`src/rtl/ocmp_pkg.sv`:
```
package ocmp_pkg;
   typedef enum logic [2:0] {
      ACT_NONE  = 3'd0,
      ACT_TOG   = 3'd1,
      ACT_LOW   = 3'd2,
      ACT_HIGH  = 3'd3,
      ACT_PULSE = 3'd4
   } pin_act_e;

   localparam int MODE_W = 3;

   function automatic pin_act_e decode_mode(input logic [MODE_W-1:0] m);
      if (m[2])               return ACT_PULSE;
      else if (m[1:0] == 2'd1) return ACT_TOG;
      else if (m[1:0] == 2'd2) return ACT_LOW;
      else if (m[1:0] == 2'd3) return ACT_HIGH;
      else                     return ACT_NONE;
   endfunction
endpackage

```
`src/rtl/ocmp_match.sv`:
```
module ocmp_match #(
   parameter int CNT_W   = 32,
   parameter int SLICE_W = 8
) (
   input  logic             tick,
   input  logic [CNT_W-1:0] count,
   input  logic [CNT_W-1:0] cmp_val,
   output logic             match_evt
);
   localparam int NSL   = (CNT_W + SLICE_W - 1) / SLICE_W;
   localparam int PAD_W = NSL * SLICE_W;

   initial begin
      assert (CNT_W >= 2 && CNT_W <= 64) else $error("CNT_W out of range");
      assert (SLICE_W >= 1 && SLICE_W <= CNT_W) else $error("SLICE_W out of range");
   end

   logic [PAD_W-1:0] cnt_p, cmp_p;
   logic [NSL-1:0]   eq_sl;

   assign cnt_p = PAD_W'(count);
   assign cmp_p = PAD_W'(cmp_val);

   for (genvar gi = 0; gi < NSL; gi++) begin : g_slice
      assign eq_sl[gi] = (cnt_p[gi*SLICE_W +: SLICE_W] == cmp_p[gi*SLICE_W +: SLICE_W]);
   end

   assign match_evt = tick & (&eq_sl);
endmodule

```
`src/rtl/ocmp_pin_ctl.sv`:
```
module ocmp_pin_ctl
   import ocmp_pkg::*;
(
   input  logic              clk,
   input  logic              rst_n,
   input  logic              tick,
   input  logic              act,
   input  logic [MODE_W-1:0] mode,
   output logic              pin
);
   pin_act_e kind;
   logic     act_eff;
   logic     pin_q, pulse_q;

   assign kind    = decode_mode(mode);
   assign act_eff = act && (kind != ACT_NONE);

   always_ff @(posedge clk or negedge rst_n) begin
      if (!rst_n) begin
         pin_q   <= 1'b1;
         pulse_q <= 1'b0;
      end else if (act_eff) begin
         unique case (kind)
            ACT_TOG:   begin pin_q <= ~pin_q; pulse_q <= 1'b0; end
            ACT_LOW:   begin pin_q <= 1'b0;   pulse_q <= 1'b0; end
            ACT_HIGH:  begin pin_q <= 1'b1;   pulse_q <= 1'b0; end
            ACT_PULSE: begin pin_q <= 1'b0;   pulse_q <= 1'b1; end
            default:   ;
         endcase
      end else if (pulse_q && tick) begin
         pin_q   <= 1'b1;
         pulse_q <= 1'b0;
      end
   end

   assign pin = pin_q;

   a_r3_off_holds: assert property (@(posedge clk) disable iff (!rst_n)
      (act && mode == 3'b000 && !pulse_q) |=> $stable(pin));
   a_r4_toggle: assert property (@(posedge clk) disable iff (!rst_n)
      (act && mode == 3'b001) |=> (pin != $past(pin)));
   a_r5_drive_low: assert property (@(posedge clk) disable iff (!rst_n)
      (act && mode == 3'b010) |=> !pin);
   a_r6_drive_high: assert property (@(posedge clk) disable iff (!rst_n)
      (act && mode == 3'b011) |=> pin);
   a_r7_pulse_start: assert property (@(posedge clk) disable iff (!rst_n)
      (act && mode[2]) |=> (!pin && pulse_q));
   a_r7_pulse_end: assert property (@(posedge clk) disable iff (!rst_n)
      (pulse_q && tick && !act) |=> pin);
endmodule

```
`src/rtl/ocmp_flag.sv`:
```
module ocmp_flag #(
   parameter bit REG_IRQ = 1'b0
) (
   input  logic clk,
   input  logic rst_n,
   input  logic set,
   input  logic clr,
   input  logic irq_en,
   output logic flag,
   output logic irq
);
   logic flag_q;

   always_ff @(posedge clk or negedge rst_n) begin
      if (!rst_n)   flag_q <= 1'b0;
      else if (set) flag_q <= 1'b1;
      else if (clr) flag_q <= 1'b0;
   end

   assign flag = flag_q;

   if (REG_IRQ) begin : g_irq_reg
      logic irq_q;
      always_ff @(posedge clk or negedge rst_n) begin
         if (!rst_n) irq_q <= 1'b0;
         else        irq_q <= flag_q & irq_en;
      end
      assign irq = irq_q;
   end else begin : g_irq_comb
      assign irq = flag_q & irq_en;
      a_r10_irq_gated: assert property (@(posedge clk) disable iff (!rst_n)
         $rose(irq) |-> (flag_q && irq_en));
   end

   a_r2_flag_sets: assert property (@(posedge clk) disable iff (!rst_n)
      set |=> flag);
   a_r9_clear: assert property (@(posedge clk) disable iff (!rst_n)
      (clr && !set) |=> !flag);
   a_r9_sticky: assert property (@(posedge clk) disable iff (!rst_n)
      (flag && !clr) |=> flag);
endmodule

```
`src/rtl/ocmp_pin_unit.sv`:
```
module ocmp_pin_unit
   import ocmp_pkg::*;
#(
   parameter int CNT_W   = 32,
   parameter int SLICE_W = 8,
   parameter bit REG_IRQ = 1'b0
) (
   input  logic             clk,
   input  logic             rst_n,
   input  logic             cnt_tick,
   input  logic [CNT_W-1:0] count,
   input  logic [CNT_W-1:0] cmp_val,
   input  logic [2:0]       mode,
   input  logic             force_strb,
   input  logic             flag_clr,
   input  logic             irq_en,
   output logic             pin_out,
   output logic             cmp_flag,
   output logic             irq
);
   logic match_evt;

   ocmp_match #(.CNT_W(CNT_W), .SLICE_W(SLICE_W)) u_match (
      .tick(cnt_tick), .count(count), .cmp_val(cmp_val), .match_evt(match_evt));

   ocmp_pin_ctl u_pin (
      .clk(clk), .rst_n(rst_n), .tick(cnt_tick),
      .act(match_evt | force_strb), .mode(mode), .pin(pin_out));

   ocmp_flag #(.REG_IRQ(REG_IRQ)) u_flag (
      .clk(clk), .rst_n(rst_n), .set(match_evt), .clr(flag_clr),
      .irq_en(irq_en), .flag(cmp_flag), .irq(irq));

   a_r8_force_no_flag: assert property (@(posedge clk) disable iff (!rst_n)
      (force_strb && !cnt_tick && !cmp_flag) |=> !cmp_flag);
   a_r11_single_toggle: assert property (@(posedge clk) disable iff (!rst_n)
      (force_strb && match_evt && mode == 3'b001) |=> (pin_out != $past(pin_out)));
   a_r2_no_tick_no_set: assert property (@(posedge clk) disable iff (!rst_n)
      (!cnt_tick && !cmp_flag) |=> !cmp_flag);
endmodule

```
`config.mk`:
```
export PLATFORM = sky130hd
export DESIGN_NAME = ocmp_pin_unit
export DESIGN_NICKNAME = d
export VERILOG_FILES = /design/src/rtl/ocmp_pkg.sv /design/src/rtl/ocmp_match.sv /design/src/rtl/ocmp_pin_ctl.sv /design/src/rtl/ocmp_flag.sv /design/src/rtl/ocmp_pin_unit.sv
export SDC_FILE = /design/constraint.sdc
export NUM_CORES = 1
export LEC_CHECK = 0
export BUFFER_PORTS_ARGS = -buffer_cell sky130_fd_sc_hd__buf_2
export CORE_ASPECT_RATIO = 0.6
export CORE_UTILIZATION = 31
export CTS_CLUSTER_SIZE = 14
export DETAILED_ROUTE_END_ITERATION = 8
export PLACE_DENSITY = 0.77
export SETUP_SLACK_MARGIN = 0.05
export SLEW_MARGIN = 20
export SYNTH_ARGS = -nofsm -noshare
export SYNTH_HDL_FRONTEND = slang
export SYNTH_SLANG_ARGS = --single-unit
```
`constraint.sdc`:
```
create_clock -name clk -period 1 [get_ports clk]
set_input_delay 0.1 -clock clk [delete_from_list [all_inputs] [get_ports clk]]
set_output_delay 0.1 -clock clk [all_outputs]
set_load 0.1 [all_outputs]
```
==> reports/qor.yml <==
synth:
  ys_ff_latch: 3
  synth_edf_count: 0
  syn_nets: 155
  synth_top_flop_cell: "dfrtp_1"
  synth-async-reset-ratio: 1.000
  post-synth-top-count-cell: "xnor2_1"
  avgSynthCellArea_um2: 8.407
  synth_area_leader_cell: "xnor2_1"
  synthCells: 82
  syn_area_um2: 689.4
  synth_top_area_frac: 0.3176
  synth_cell_type_count: 26
  yosys-top-cells-area: "xnor2_1, nand4_1, xnor2_2"
  seq_area_frac_synth: 0.1107
  yosysWarningCount: 0
  synthTopCellsByCount: "xnor2_1, nand4_1, nand2b_1, nand3_1"
routing:
  drc: 0
  viasPerCell: 5.235
  wl_per_cell_um: 16.68
  finalWirelength_um: 3335
  ant_nets: 0
  firstDrtPassIters: 6
  vias: 1047
  drt_iter0_markers: 48
grt:
  grt_pass1_vias: 1075
  antenna_found_initial: 0
  grt_first_pass_wirelength_um: 4761
  grt_use_total: 0.2694
  grt_overflow: 0
  grt_max_degree: 5
layout:
  instances_no_fill: 200
  drive_above_1_share: 0.7035
  area_growth_pct: 143.9
  num_antenna_cells: 0
  nNetsFinal: 246
  nFillCells: 95
  final_util: 0.8550
timing:
  setup_ws_ns: -0.2160
  relSlewSlack: 0.7927
  finClkSkew_ns: 0.0004144
  post-route-min-period_ns: 1.216
  rsz0062_at_grt: "yes"
  setup_viol: 6
  timing.final.crit_share: 1.216
  fmax_mhz: 822.3
  final_hold_viol_count: 0
  drv_slew: 0
  worst_pin_slew_ns: 0.3084
  finalSetupTns_ns: -0.8048
setup_path:
  ff2ff_setup_slack_ns: -0.22
  crit_path_start_kind: "register"
  crit_arrival_ns: 1.35
  crit_fanout: 3
  r2r_start: "u_pin.pin$_DFFE_PN1P_"
  cp-end-kind: "register"
  reg2reg_depth: 4
  timing.rr.end: "u_pin.pin$_DFFE_PN1P_"
  critPathKind: "reg -> reg"
  crit_required_ns: 1.13
min_path:
  hp-class: "in -> reg"
  holdCritStartpoint: "flag_clr"
  hold-path-endpoint: "u_flag.flag$_DFFE_PN0P_"
  hold_depth: 2
cts:
  clk_pin_slew_ns: 0.03
  cts_made_buffers: 3
  clk_latency_ns: 0.23
  htree_levels: 1
  cts.sinks: 3
  cts_buffer_depth: 2
  cts_root_buf: "clkbuf_8"
  cts_tree: "done"
place:
  dp_hpwl_um: 2268
  place_inst: 190
  port-buffer-count: 75
  gp_routability_congestion: 0.8200
  dp_slack_ns: -0.3409
die:
  io_pins: 76
  dieArea_um2: 2423
  rows: 12
  die_w_um: 62.88
  fp.dieH_um: 38.53
  start_util: 0.3505
  coreArea_um2: 1967
power_and_ir_drop:
  p_comb_frac: 0.595
  seq_power_share: 0.114
  p_sw_uw: 450.4
  internal_power_uw: 854.5
  powerDensity_nw_per_um2: 776.0
  pwr-share-clk: 0.291
  irDropWorstVdd_v: 0.0004208
  sw_frac_of_total: 0.3452
  p_leak_uw: 0.0007413
status:
  status: "finished with violations"
  violations: "setup timing"
flow_run:
  maxCapViolCount: 0
registers in the layout, summed over array words and instances, names as in the netlist:
register / count
u_pin.pin: 1
u_flag.flag: 1
u_pin.pulse_q: 1
worst max-delay path by stage:
stage                                       end  depth (start not counted)             startpoint
after global routing      u_pin.pin$_DFFE_PN1P_                          4  u_pin.pin$_DFFE_PN1P_
after detailed placement  u_pin.pin$_DFFE_PN1P_                          6            cmp_val[24]
after global placement    u_pin.pin$_DFFE_PN1P_                          6            cmp_val[17]
after CTS                 u_pin.pin$_DFFE_PN1P_                          4  u_pin.pin$_DFFE_PN1P_
final                     u_pin.pin$_DFFE_PN1P_                          4  u_pin.pin$_DFFE_PN1P_
after floorplan           u_pin.pin$_DFFE_PN1P_                          4  u_pin.pin$_DFFE_PN1P_
critical path, cell delays in order (launching register included):
cell	delay, ns
dfstp_4	0.63
nor2b_4	0.15
nor3b_1	0.06
a21oi_1	0.16
o211ai_1	0.13
layer usage:
layer  vias up  track usage  routed length (um)
met5         -            0                   0
met2        84       0.5430                1725
li1        484            -                   -
met3        11      0.07738                 360
met1       468       0.2726                1176
met4         0       0.1047                  74
power by group through the flow:
stage                     combinational, uW  clock [uW]  sequential (uW)
after global routing                    817         390              149
after CTS                               675         357              148
final                                   776         379              149
after floorplan                         223           0              190
after global placement                  532           0              149
after detailed placement                550           0              148
layout by cell type (no fill, tap or decap), types with 2 or more instances in the layout:
master	count
buf_2	52
buf_6	20
xnor2_2	14
nand4_1	12
xnor2_1	9
buf_4	7
xnor2_4	6
nand2b_1	5
nand3_1	5
inv_1	4
a21oi_1	3
clkbuf_8	3
buf_8	3
buf_12	3
o211ai_1	2
nor3_2	2
nor4_2	2
nor3b_1	2
stage by stage:
stage	area, um^2	hold WS [ns]	power, uW
after floorplan	729.5	-0.1956	412.9
after global routing	1682	0.06220	1356
after detailed placement	1222	-0.09726	698.1
final	1682	0.06679	1305
after CTS	1526	0.06983	1180
after global placement	1222	-0.1024	681.1
what timing repair did:
action	4_1_cts	5_1_grt
hold buffers	1	0
setup buffers	2	3
hold endpoints to repair	3	0
gates resized for setup	38	24
setup endpoints to repair	6	6
pin swaps	19	14
kinds of logic after synthesis:
logic type / count (synthesis) / synth area share
simple gates: 34 / 0.3249
buf+inv: 4 / 0.02177
xor+xnor: 30 / 0.4247
compound gates: 11 / 0.1180
flops: 3 / 0.1107
layout make-up:
| type | count | area [um^2] | area share |
|---|---|---|---|
| Clock buffer | 4 | 45.04 | 0.02679 |
| Inverter | 4 | 15.01 | 0.008929 |
| Multi-Input combinational cell | 75 | 849.6 | 0.5052 |
| Sequential cell | 3 | 83.83 | 0.04985 |
| Tap cell | 28 | 35.03 | 0.02083 |
| Timing Repair Buffer | 86 | 653.1 | 0.3884 |
Note: power is estimated with default switching activity, not from simulation.
